## config.mk

```make
export PLATFORM = sky130hd
export DESIGN_NAME = sport_start_sel
export DESIGN_NICKNAME = d
export VERILOG_FILES = /design/src/rtl/sport_start_pkg.sv /design/src/rtl/sport_fsync_sync.sv /design/src/rtl/sport_trig_decode.sv /design/src/rtl/sport_start_fsm.sv /design/src/rtl/sport_start_sel.sv
export SDC_FILE = /design/constraint.sdc
export NUM_CORES = 1
export LEC_CHECK = 0
export BUFFER_PORTS_ARGS = -buffer_cell sky130_fd_sc_hd__buf_2
export CAP_MARGIN = 15
export CORE_AREA = 2 2 39 41
export DETAILED_ROUTE_END_ITERATION = 8
export DIE_AREA = 0 0 41 43
export GPL_TIMING_DRIVEN = 0
export SYNTH_ARGS = -nofsm -noshare
export SYNTH_HDL_FRONTEND = slang
export SYNTH_HIERARCHICAL = 1
export SYNTH_SLANG_ARGS = --single-unit
export TNS_END_PERCENT = 1
```

## constraint.sdc

```tcl
create_clock -name clk -period 1.3 [get_ports clk]
set_input_delay 0.195 -clock clk [delete_from_list [all_inputs] [get_ports clk]]
set_output_delay 0.195 -clock clk [all_outputs]
set_load 0.02 [all_outputs]
```

## src/rtl/sport_start_pkg.sv

```systemverilog
package sport_start_pkg;
  localparam int MODE_W = 3;

  typedef enum logic [MODE_W-1:0] {
    SM_CONT  = 3'd0,
    SM_PEER  = 3'd1,
    SM_LOW   = 3'd2,
    SM_HIGH  = 3'd3,
    SM_FALL  = 3'd4,
    SM_RISE  = 3'd5,
    SM_ANY   = 3'd6,
    SM_MATCH = 3'd7
  } start_mode_e;

  typedef enum logic [1:0] {
    ST_IDLE  = 2'd0,
    ST_ARMED = 2'd1,
    ST_RUN   = 2'd2
  } start_state_e;
endpackage

```

## src/rtl/sport_fsync_sync.sv

```systemverilog
module sport_fsync_sync #(
  parameter int STAGES = 2
) (
  input  logic clk,
  input  logic rst_n,
  input  logic fsync_in,
  output logic fs_level,
  output logic fs_rise,
  output logic fs_fall
);
  logic [STAGES-1:0] chain_q, chain_d;
  logic              prev_q, prev_d;

  always_comb begin
    chain_d = {chain_q[STAGES-2:0], fsync_in};
    prev_d  = chain_q[STAGES-1];
  end

  always_ff @(posedge clk or negedge rst_n) begin
    if (!rst_n) begin
      chain_q <= '0;
      prev_q  <= 1'b0;
    end else begin
      chain_q <= chain_d;
      prev_q  <= prev_d;
    end
  end

  assign fs_level = chain_q[STAGES-1];
  assign fs_rise  = chain_q[STAGES-1] & ~prev_q;
  assign fs_fall  = ~chain_q[STAGES-1] & prev_q;
endmodule

```

## src/rtl/sport_trig_decode.sv

```systemverilog
module sport_trig_decode
  import sport_start_pkg::*;
#(
  parameter bit IS_RX = 1'b1
) (
  input  logic [MODE_W-1:0] mode,
  input  logic              fs_level,
  input  logic              fs_rise,
  input  logic              fs_fall,
  input  logic              peer_start,
  input  logic              word_wr,
  input  logic              cmp_match,
  output logic              trig
);
  logic cont_trig, match_trig;

  generate
    if (IS_RX) begin : g_rx
      assign cont_trig  = 1'b1;
      assign match_trig = cmp_match;
    end else begin : g_tx
      assign cont_trig  = word_wr;
      assign match_trig = 1'b0;
    end
  endgenerate

  always_comb begin
    unique case (start_mode_e'(mode))
      SM_CONT:  trig = cont_trig;
      SM_PEER:  trig = peer_start;
      SM_LOW:   trig = ~fs_level;
      SM_HIGH:  trig = fs_level;
      SM_FALL:  trig = fs_fall;
      SM_RISE:  trig = fs_rise;
      SM_ANY:   trig = fs_rise | fs_fall;
      SM_MATCH: trig = match_trig;
      default:  trig = 1'b0;
    endcase
  end
endmodule

```

## src/rtl/sport_start_fsm.sv

```systemverilog
module sport_start_fsm
  import sport_start_pkg::*;
(
  input  logic clk,
  input  logic rst_n,
  input  logic enable,
  input  logic trig,
  input  logic frame_done,
  output logic start_pulse,
  output logic armed,
  output logic busy
);
  start_state_e state_q, state_d;
  logic         fire;

  assign fire = enable & (state_q == ST_ARMED) & trig;

  always_comb begin
    state_d = state_q;
    if (!enable) begin
      state_d = ST_IDLE;
    end else begin
      unique case (state_q)
        ST_IDLE:  state_d = ST_ARMED;
        ST_ARMED: if (trig) state_d = ST_RUN;
        ST_RUN:   if (frame_done) state_d = ST_ARMED;
        default:  state_d = ST_IDLE;
      endcase
    end
  end

  always_ff @(posedge clk or negedge rst_n) begin
    if (!rst_n) state_q <= ST_IDLE;
    else        state_q <= state_d;
  end

  assign start_pulse = fire;
  assign armed       = (state_q == ST_ARMED);
  assign busy        = (state_q == ST_RUN);
endmodule

```

## src/rtl/sport_start_sel.sv

```systemverilog
module sport_start_sel
  import sport_start_pkg::*;
#(
  parameter bit IS_RX       = 1'b1,
  parameter int SYNC_STAGES = 2
) (
  input  logic              clk,
  input  logic              rst_n,
  input  logic              enable,
  input  logic [MODE_W-1:0] mode,
  input  logic              fsync_in,
  input  logic              peer_start,
  input  logic              word_wr,
  input  logic              cmp_match,
  input  logic              frame_done,
  output logic              start_pulse,
  output logic              armed,
  output logic              busy
);
  logic fs_level, fs_rise, fs_fall, trig;

  sport_fsync_sync #(.STAGES(SYNC_STAGES)) u_sync (
    .clk      (clk),
    .rst_n    (rst_n),
    .fsync_in (fsync_in),
    .fs_level (fs_level),
    .fs_rise  (fs_rise),
    .fs_fall  (fs_fall)
  );

  sport_trig_decode #(.IS_RX(IS_RX)) u_dec (
    .mode       (mode),
    .fs_level   (fs_level),
    .fs_rise    (fs_rise),
    .fs_fall    (fs_fall),
    .peer_start (peer_start),
    .word_wr    (word_wr),
    .cmp_match  (cmp_match),
    .trig       (trig)
  );

  sport_start_fsm u_fsm (
    .clk         (clk),
    .rst_n       (rst_n),
    .enable      (enable),
    .trig        (trig),
    .frame_done  (frame_done),
    .start_pulse (start_pulse),
    .armed       (armed),
    .busy        (busy)
  );
endmodule

```

# [After elaboration in Yosys (flattened, before gate mapping)]
# Cells that the tools add are included.
[totals] register_bits=5 input_bits=11 out_inout_bits=3 word_cells=29
[op_classes] n_eq_ne=11 muxes=5 bitwise_logic=7 n_reduce_logical=3
[ops] operator="$eq 3x3->1 const B" n=4
[ops] operator="$pmux 1 s8" n=1
[ops] operator="$eq 3x2->1 const B" n=2
[ops] operator="$mux 2" n=3
[ops] operator="$pmux 2 s3" n=1
[ops] operator="$and 1x1->1" n=4
[ops] operator="$eq 3x1->1 const B" n=1
[ops] operator="$logic_not 3->1" n=1
[ops] operator="$ne 3x2->1 const B" n=1
[ops] operator="$ne 3x3->1 const B" n=1
[ops] operator="$eq 2x1->1 const B" n=1
[ops] operator="$eq 2x2->1 const B" n=1
[ops] operator="$logic_not 2->1" n=1
[ops] operator="$not 1->1" n=2
[ops] operator="$reduce_and 2->1" n=1
[ops] operator="$or 1x1->1" n=1

# [Longest topological paths before layout]
# Gate-level depths: netlist of the first run.
[logic_depth] depth_word=7 depth_mapped=6 mapped_depth_nobuf=6

# [By module]
# The synthesis of the first run kept the hierarchy.
[modules_own_cells] module="sport_start_fsm" n_inst=1 cells_each=12 area_per_inst_um2=112.6 seq_area_each_um2=50.0
[modules_own_cells] module="sport_fsync_sync" n_inst=1 cells_each=5 area_per_inst_um2=90.1 seq_area_each_um2=75.1
[modules_own_cells] module="sport_trig_decode" n_inst=1 cells_each=11 area_per_inst_um2=68.8 seq_area_each_um2=0.0

# [Least setup slack after synthesis of the first run]
# No wires, ideal clock.
[synth_path] kind="register to output" start="register u_sync.chain_q[1]" end="output port start_pulse" arrival_ns=1.253 t_required_ns=1.105 slack_ns=-0.148 stages_incl_launch_ff=7 n_path_buf=0 path_cell_list="dfrtp_1 -> and2b_2 -> inv_1 -> o22ai_1 -> a211o_1 -> nand2_1 -> nor2_1"
[synth_via] elab_chain_len=5 word_cells_on_any_way=6 cone_classes="mux (1); bitwise (5)"
[synth_rtl] element="from (decl)" line_no="sport_fsync_sync.sv:11" text="logic [STAGES-1:0] chain_q, chain_d;"
[synth_rtl] element="from (signal assigned)" line_no="sport_fsync_sync.sv:24" text="chain_q <= chain_d;"
[synth_rtl] element="$not 1->1 *" line_no="sport_fsync_sync.sv:31" text="assign fs_fall = ~chain_q[STAGES-1] & prev_q;"
[synth_rtl] element="$and 1x1->1 *" line_no="sport_fsync_sync.sv:31"
[synth_rtl] element="net fs_fall" line_no="sport_start_sel.sv:20" text="logic fs_level, fs_rise, fs_fall, trig;"
[synth_rtl] element="$or 1x1->1" line_no="sport_trig_decode.sv:35" text="SM_ANY: trig = fs_rise | fs_fall;"
[synth_rtl] element="$pmux 1 s8 *" line_no="sport_trig_decode.sv:28" text="unique case (start_mode_e'(mode))"
[synth_rtl] element="net trig" line_no="sport_start_sel.sv:20"
[synth_rtl] element="$and 1x1->1 *" line_no="sport_start_fsm.sv:16" text="assign fire = enable & (state_q == ST_ARMED) & trig;"
[synth_rtl] element="to (decl)" line_no="sport_start_sel.sv:16" text="output logic start_pulse,"
# The timed path passes the listed nets; every way through them passes the cells marked *.

# [Worst setup path after layout of the first run]
[layout_path] start="register u_sync.chain_q[1]" end="output port start_pulse"
[layout_via] elab_chain_len=5 word_cells_on_any_way=6 cone_classes="mux (1); bitwise (5)"
[layout_rtl] element="$not 1->1" line_no="sport_fsync_sync.sv:31, sport_trig_decode.sv:31"
[layout_rtl] element="$and 1x1->1" line_no="sport_fsync_sync.sv:31"
[layout_rtl] element="$or 1x1->1" line_no="sport_trig_decode.sv:35"
[layout_rtl] element="$pmux 1 s8 *" line_no="sport_trig_decode.sv:28"
[layout_rtl] element="net trig" line_no="sport_start_sel.sv:20"
[layout_rtl] element="$and 1x1->1 *" line_no="sport_start_fsm.sv:16"
# Marks and branches as above.

==> results of run 1 <==
==> state kept, by name (all words and copies together) (netlist names) <==
signal,cells
u_fsm/state_q,2
u_sync/chain_q,2
u_sync/prev_q,1
==> cell usage in the layout (no fill, tap or decap), types with 2 or more instances in the layout <==
master	count
nand2b_1	2
nand2_1	2
dfrtp_1	5
clkbuf_4	3
nor2b_1	2
buf_6	2
o22ai_1	2
buf_2	11
==> how the worst min path moves through the flow <==
stage / startpoint / to / cells after the start
floorplan: rst_n / u_fsm/state_q[0]$_DFFE_PN0P_ / 0
global placement: rst_n / u_sync/chain_q[0]$_DFF_PN0_ / 1
detailed placement: rst_n / u_fsm/state_q[0]$_DFFE_PN0P_ / 1
CTS: fsync_in / u_sync/chain_q[0]$_DFF_PN0_ / 1
global route: fsync_in / u_sync/chain_q[0]$_DFF_PN0_ / 1
finish: fsync_in / u_sync/chain_q[0]$_DFF_PN0_ / 1
==> metrics by stage <==
stage | utilization, % | area [sq um] | hold slack, ps
2_1_floorplan | - | 282 | -101
3_3_place_gp | 26.1 | 362 | 11.0
3_5_place_dp | 26.1 | 362 | 12.7
4_1_cts | 31.1 | 430 | 51.8
5_1_grt | 31.1 | 430 | 47.1
6_report | 31.1 | 430 | 64.6
==> cell usage after synthesis <==
cell type,number
a211o_1,1
a211oi_1,1
a21oi_1,1
and2b_1,1
and2b_2,1
dfrtp_1,5
inv_1,2
mux2i_1,1
nand2_1,3
nand2b_1,2
nand4bb_1,1
nor2_1,1
nor2b_1,3
o21a_1,1
o21ai_1,1
o22ai_1,2
xor2_1,1
==> power groups by stage <==
stage,combinational (uW),clock (uW),sequential (uW)
6_report,94.3,175,177
5_1_grt,104,194,178
4_1_cts,95.1,186,177
3_5_place_dp,80.5,0,178
3_3_place_gp,79.9,0,178
2_1_floorplan,49.9,0,176
==> routing by layer <==
metal | part of all wire (%) | global-route usage (%) | routed length, microns | vias up
met2 | 45 | 7.50 | 230 | 10
met4 | 0 | 8.00 | 0 | 0
met5 | 0 | 0 | 0 | -
met1 | 45 | 6.95 | 229 | 111
met3 | 10 | 3.14 | 53 | 0
li1 | - | - | - | 135
==> layout make-up <==
| cell class | count | area [sq um] |
|---|---|---|
| clock buffers | 4 | 26.3 |
| fillers | 147 | 953 |
| inverters | 2 | 7.51 |
| multi-input cells | 21 | 156 |
| flip-flops and latches | 5 | 125 |
| well taps | 16 | 20.0 |
| repair buffers | 15 | 95.1 |
==> critical path: stages, from the launching register on <==
cell and delay (ps):
dfrtp_1 400, buf_6 130, xor2_1 120, o22ai_1 90
a211o_1 260, nand2_2 100, nor2_4 30, buf_6 120
==> cells by family (layout without fill, tap and decap cells) <==
logic type      after synthesis  in the layout  share of synthesized area [%]
simple gates                 12             12                           27.2
compound gates                7              7                           17.0
flops                         5              5                           46.1
buf+inv                       2             21                           2.77
xor+xnor                      1              1                           3.23
mux                           1              1                           3.69
==> repair_timing <==
item / CTS / global route
buffers inserted: 2 / 0
setup endpoints to repair: 3 / 3
pin swaps: 2 / 1
hold endpoints to repair: 5 / 0
hold buffers: 1 / 0
resized for setup: 5 / 1
==> out/results.ini, run 1 <==
[power]
power_frac_comb_pct = 21.1
max-vdd-ir-drop_mv = 0.497
p_int_uw = 333
power.share.clock_pct = 39.3
leakage_uw = 0.000214
swShare_pct = 25.4
p_per_area_nw_per_um2 = 1040
fin_total_pwr_uw = 446
p_sw_uw = 113
pwr-share-seq_pct = 39.6

[routing]
routed_wl_microns = 513
drtIter0Drc = 1
first_pass_iters = 2
drc = 0
via_per_inst = 4.06
vias = 256
avgRoutedWirePerCell_microns = 8.14
ant_nets = 0

[floorplan]
die_w_microns = 41
dieHeight_microns = 43
num_rows = 14
core_area_sq_um = 1380
initial_core_util_pct = 19.6
die_area_sq_um = 1760
io_pins = 14

[synthesis]
synth_cell_types = 17
ys_ff_latch = 5
yosysTopAreaCell = dfrtp_1
synth-seq-area-share_pct = 46.1
synth_area_sq_um = 272
ys_top_cells_by_area = dfrtp_1, nor2b_1, nand2b_1, o22ai_1, nand2_1
synth_nets = 39
syn_avg_cell_area_sq_um = 9.70
postSynthCellCount = 28
synth_warnings = 6
synth_top_area_share_pct = 46.1

[clock_tree]
clk_path_buf_depth = 2
cts.sinks = 5
cts_tree = built
clkTransAtPathRegs_ps = 40
cts-buffers-inserted = 3
insertion_delay_ps = 240
htree_num_levels = 1
cts_root_buffer = clkbuf_4

[place]
io_buffers = 12
pre_cts_ws_ps = -187
place_inst = 56
gp_congestion = 0.562

[sta]
finalMaxSlewViolations = 0
fin_tns_setup_ps = -503
tightest_slew_ps = 201
finalClockSkew_ps = 0.187
hold_viol = 0
setup_ws_ps = -381
min_period_ps = 1680
fin_crit_sh_pct = 129
setup_viol = 3
rsz0062_at_grt = true
fmax_mhz = 595
slew_headroom_pct = 86.5

[final_layout]
synthToLayoutAreaGrowth_pct = 58.5
instances_no_fill = 63
diodes = 0
finalNetCount = 59
drive_gt1_share_pct = 46.8

[global_route]
antenna_found_initial = 0
grt-ovfl-total = 0
grt_first_pass_wirelength_microns = 683
grt_max_degree = 7
grt_use_total_pct = 6.38
grt_pass1_vias = 188

[run_status]
status = finished, violations left
failed_checks = negative setup slack

[critical_path]
cp-startpoint = u_sync/chain_q[1]$_DFF_PN0_
rr_worst_depth = 7
reg2reg_from = u_sync/chain_q[1]$_DFF_PN0_
rr_endpoint = u_fsm/state_q[1]$_DFFE_PN0P_
endpoint_kind = primary output
reg2reg_slack_ps = -90
cp.arrival_ps = 1490
critical_path.endpoint = start_pulse
cp_max_fo = 3
worstPathRequired_ps = 1110
crit_type = reg -> out
start_kind = flip-flop

[min_path]
hp-class = in -> reg

[flow_run]
drv_cap = 0

No activity file was read; power rests on OpenSTA's default activity.
==> run 2, diff against run 1 <==
Settings changed: CELL_PAD_IN_SITES_DETAIL_PLACEMENT set to 1, CELL_PAD_IN_SITES_GLOBAL_PLACEMENT set to 1, PLACE_DENSITY_LB_ADDON set to 0.1.
==> out/results.ini, run 2 (synthesis gave the netlist of run 1 again) <==
[run_status]
status = finished, violations left
failed_checks = negative setup slack

[power]
fin_total_pwr_uw = 441
swShare_pct = 25.0
p_int_uw = 331
p_per_area_nw_per_um2 = 1040
p_sw_uw = 110
leakage_uw = 0.000211
max-vdd-ir-drop_mv = 0.417
pwr-share-seq_pct = 39.9
power.share.clock_pct = 38.8
power_frac_comb_pct = 21.3

[global_route]
grt_pass1_vias = 270
antenna_found_initial = 0
grt_first_pass_wirelength_mm = 1.03
grt-ovfl-total = 0
grt_max_degree = 7
grt_use_total_pct = 9.09

[final_layout]
largestRegisters = u_fsm/state_q x2, u_sync/chain_q x2, u_sync/prev_q x1
synthToLayoutAreaGrowth_pct = 55.8
finalNetCount = 60
fin_area_sq_um = 423
diodes = 0
final_common_cell = buf_2
drive_gt1_share_pct = 43.8
layout_common_cells = buf_2, dfrtp_1, buf_4

[critical_path]
cp.arrival_ps = 1570
slowest_delay_ps = 390
endpoint_kind = primary output
cpMaxStageDelayCell = dfrtp_1
crit_chain = nor2b_1 -> mux2i_1 -> o22ai_1 -> a211o_1 -> nand2_2 -> nor2_4 -> buf_4
crit_type = reg -> out
crit_buf_inv = 1
cpLargestDelayFamily = flip-flops
worstPathRequired_ps = 1110
cp_max_fo = 4
start_kind = flip-flop

[sta]
setup_viol = 3
finalClockSkew_ps = 1.10
hold_viol = 0
min_period_ps = 1760
tightest_slew_ps = 165
slew_headroom_pct = 88.7
fin_crit_sh_pct = 136
finalMaxSlewViolations = 0
fmax_mhz = 567
rsz0062_at_grt = true
whs_ps = 63.6
setup_ws_ps = -463

[place]
place_area_sq_um = 362
io_buffers = 12
dp_hpwl_microns = 512
gp_congestion = 0.570
pre_cts_ws_ps = -224

[routing]
via_per_inst = 4.16
ant_nets = 0
drc = 0
first_pass_iters = 2
avgRoutedWirePerCell_microns = 9.91
routed_wl_microns = 634
vias = 266
drtIter0Drc = 2

[clock_tree]
clkTransAtPathRegs_ps = 40
cts_tree = built
clk_path_buf_depth = 2
cts-buffers-inserted = 3
insertion_delay_ps = 240
cts_root_buffer = clkbuf_4
htree_num_levels = 1
cts.sinks = 5

[min_path]
hp-class = in -> reg

[floorplan]
initial_core_util_pct = 19.6
io_pins = 14
num_rows = 14
dieHeight_microns = 43
core_area_sq_um = 1380
die_area_sq_um = 1760
die_w_microns = 41

[flow_run]
drv_cap = 0

## run 2: metal layers
layer	GRT usage [%]	share of wire, %
met1	7.87	37
met2	15.0	61
met3	1.57	2.1
met4	10.0	0
met5	0	0
## run 2: final timing paths
kind,start,to,slack [ps],cells past startpoint
max,u_sync/chain_q[1]$_DFF_PN0_,start_pulse,-460,7
min,fsync_in,u_sync/chain_q[0]$_DFF_PN0_,60,1
max reg2reg,u_sync/chain_q[1]$_DFF_PN0_,u_fsm/state_q[1]$_DFFE_PN0P_,-140,7
min reg2reg,u_sync/chain_q[0]$_DFF_PN0_,u_sync/chain_q[1]$_DFF_PN0_,350,0
max in group asynchronous,rst_n,u_sync/prev_q$_DFF_PN0_,880,2
min in group asynchronous,rst_n,u_fsm/state_q[0]$_DFFE_PN0P_,300,2
## run 2: layout make-up
class                   instances  area [sq um]
well taps                      16          20.0
repair buffers                 16          95.1
multi-input cells              21           149
clock buffers                   4          26.3
flip-flops and latches          5           125
fillers                       172           961
inverters                       2          7.51
## run 2: per-stage QoR
| stage | util (%) | std cells | setup TNS [ps] |
|---|---|---|---|
| 5_1_grt | 30.6 | 64 | -940 |
| 2_1_floorplan | - | 28 | 0 |
| 6_report | 30.6 | 64 | -674 |
| 4_1_cts | 30.0 | 63 | -704 |
| 3_5_place_dp | 26.1 | 56 | -369 |
| 3_3_place_gp | 26.1 | 56 | -244 |
## run 2: power by group through the flow
stage	Clock, uW	Sequential (uW)	Combinational [uW]
2_1_floorplan	0	176	49.9
3_3_place_gp	0	178	79.9
3_5_place_dp	0	178	82.7
4_1_cts	181	176	92.3
5_1_grt	196	177	104
6_report	171	176	94.0
## run 2: what timing repair did
item | in CTS | in global routing
resized for setup | 1 | 0
hold buffers | 1 | 0
setup buffers | 2 | 1
endpoints found under the setup margin | 3 | 3
pin swaps | 0 | 1
endpoints found under the hold margin | 5 | 0
==> run 3, diff against run 2 <==
Settings changed: ABC_AREA set to 1, PLACE_DENSITY set to 0.6, PLACE_DENSITY_LB_ADDON 0.1 to unset.
Clock period 1.3 ns to 1.75 ns, I/O delays scaled along.
==> out/results.ini, run 3 <==
[floorplan]
die_area_sq_um = 1760
num_rows = 14
die_w_microns = 41
dieHeight_microns = 43
initial_core_util_pct = 20.2
core_area_sq_um = 1380
io_pins = 14

[final_layout]
fin_area_sq_um = 424
drive_gt1_share_pct = 45.6
instances_no_fill = 73
final_common_cell = buf_2
finalNetCount = 69
synthToLayoutAreaGrowth_pct = 52.0
largestRegisters = u_fsm/state_q x2, u_sync/chain_q x2, u_sync/prev_q x1
layout_common_cells = buf_2, nand2_1, inv_1
diodes = 0
fin_util_pct = 30.7

[flow_run]
drv_cap = 0

[global_route]
grt_max_degree = 6
grt_pass1_vias = 251
grt_use_total_pct = 8.30
grt-ovfl-total = 0
grt_first_pass_wirelength_microns = 917
antenna_found_initial = 0

[critical_path]
crit_chain = inv_2 -> nor2_4 -> nand2_1 -> nand3_2 -> nand2_2 -> a21oi_2 -> nand3_2 -> inv_2 -> buf_6
crit_type = reg -> out
worstPathRequired_ps = 1490
cp.arrival_ps = 1390
endpoint_kind = primary output
slowest_delay_ps = 390
cpMaxStageDelayCell = dfrtp_1
start_kind = flip-flop
cp_max_fo = 4

[synthesis]
syn_avg_cell_area_sq_um = 7.15
synth_nets = 50
synth-seq-area-share_pct = 44.8
synth_warnings = 6
yosysTopAreaCell = dfrtp_1
synth_cell_types = 11
synthArstFlopShare_pct = 100
synth_top_area_share_pct = 44.8
ys_top_cells_by_area = dfrtp_1, nand2_1, inv_1, nor2_1, a21oi_2
postSynthCellCount = 39
synth_area_sq_um = 279
yosysMostFrequentCell = nand2_1
synth_edf_count = 0
synthFlopType = dfrtp_1
synth_commonest_cells = nand2_1, inv_1, dfrtp_1, nor2_1, nand3_1
ys_ff_latch = 5

[routing]
drtIter0Drc = 0
avgRoutedWirePerCell_microns = 8.52
ant_nets = 0
via_per_inst = 4.10
vias = 299
routed_wl_microns = 622
first_pass_iters = 1
drc = 0

[sta]
slew_headroom_pct = 84.6
finalClockSkew_ps = 1.72
tightest_slew_ps = 228
finalMaxSlewViolations = 0
setup_ws_ps = 97.9
min_period_ps = 1650
fin_crit_sh_pct = 94.4
hold_viol = 0
setup_viol = 0
fmax_mhz = 605
rsz0062_at_grt = true
fin_tns_setup_ps = 0

[clock_tree]
clkTransAtPathRegs_ps = 40
clk_path_buf_depth = 2
insertion_delay_ps = 230
cts.sinks = 5
cts-buffers-inserted = 3
cts_tree = built
cts_root_buffer = clkbuf_4
htree_num_levels = 1

[power]
max-vdd-ir-drop_mv = 0.410
leakage_uw = 0.000239
p_per_area_nw_per_um2 = 801

[place]
dp_hpwl_microns = 489
io_buffers = 12
pre_cts_ws_ps = 255
place_inst = 67
place_area_sq_um = 359
gp_congestion = 0.700

[min_path]
hp-class = in -> reg

[run_status]
status = finished clean

run 3: layout make-up:
cell class / count / area, sq um
fill: 179 / 960
multi-input combinational: 25 / 135
sequential: 5 / 125
timing repair buffer: 14 / 83.8
inverter: 9 / 33.8
clock buffer: 4 / 26.3
tap: 16 / 20.0
run 3: routing by layer:
metal | global-route usage [%] | vias to the layer above | part of all wire, %
met2 | 10.6 | 9 | 50
li1 | - | 152 | -
met4 | 8.00 | 0 | 0
met5 | 0 | - | 0
met1 | 9.90 | 138 | 43
met3 | 3.14 | 0 | 7.6
run 3: per-stage QoR:
step                hold WS (ps)  power [uW]
floorplan                  -33.1         174
global placement            78.9         202
detailed placement          80.2         205
CTS                          124         342
global route                 116         369
finish                       133         340
run 3: path summary, 6_finish.rpt:
check	startpoint	endpoint	slack [ps]	depth (start not counted)
max in group asynchronous	rst_n	u_sync/chain_q[0]$_DFF_PN0_	1250	2
hold reg to reg	u_sync/chain_q[0]$_DFF_PN0_	u_sync/chain_q[1]$_DFF_PN0_	340	0
min in group asynchronous	rst_n	u_sync/prev_q$_DFF_PN0_	370	2
setup / recovery	u_sync/chain_q[1]$_DFF_PN0_	start_pulse	100	9
hold / removal	fsync_in	u_sync/chain_q[0]$_DFF_PN0_	130	1
setup reg to reg	u_sync/chain_q[1]$_DFF_PN0_	u_fsm/state_q[0]$_DFFE_PN0P_	480	9
run 3: timing repair:
action | 4_1_cts | 5_1_grt
resized for setup | 0 | 8
endpoints found under the hold margin | 5 | 0
pin swaps | 0 | 5
hold buffers | 1 | 0
setup endpoints to repair | 1 | 1
buffers inserted | 1 | 0
run 3: critical path: cells and delay by family (launching register included):
family | cells | cell delay, ps
simple gates | 5 | 390
flops | 1 | 390
compound gates | 1 | 160
buf+inv | 3 | 220
run 3: cells by family after synthesis:
group | count (synthesis) | share of synthesized area [%]
AOI/OAI and AO/OA | 3 | 8.07
buffers and inverters | 9 | 12.1
DFF | 5 | 44.8
and+or+nand+nor | 22 | 35.0
run 3: power breakdown:
part	leakage, uW	total [uW]	switching (uW)	internal, uW
combinational	0.000163	79.2	46.6	32.6
clock	0.0000150	127	41.5	85.8
sequential	0.0000609	133	7.86	125
total	0.000239	340	96.0	244
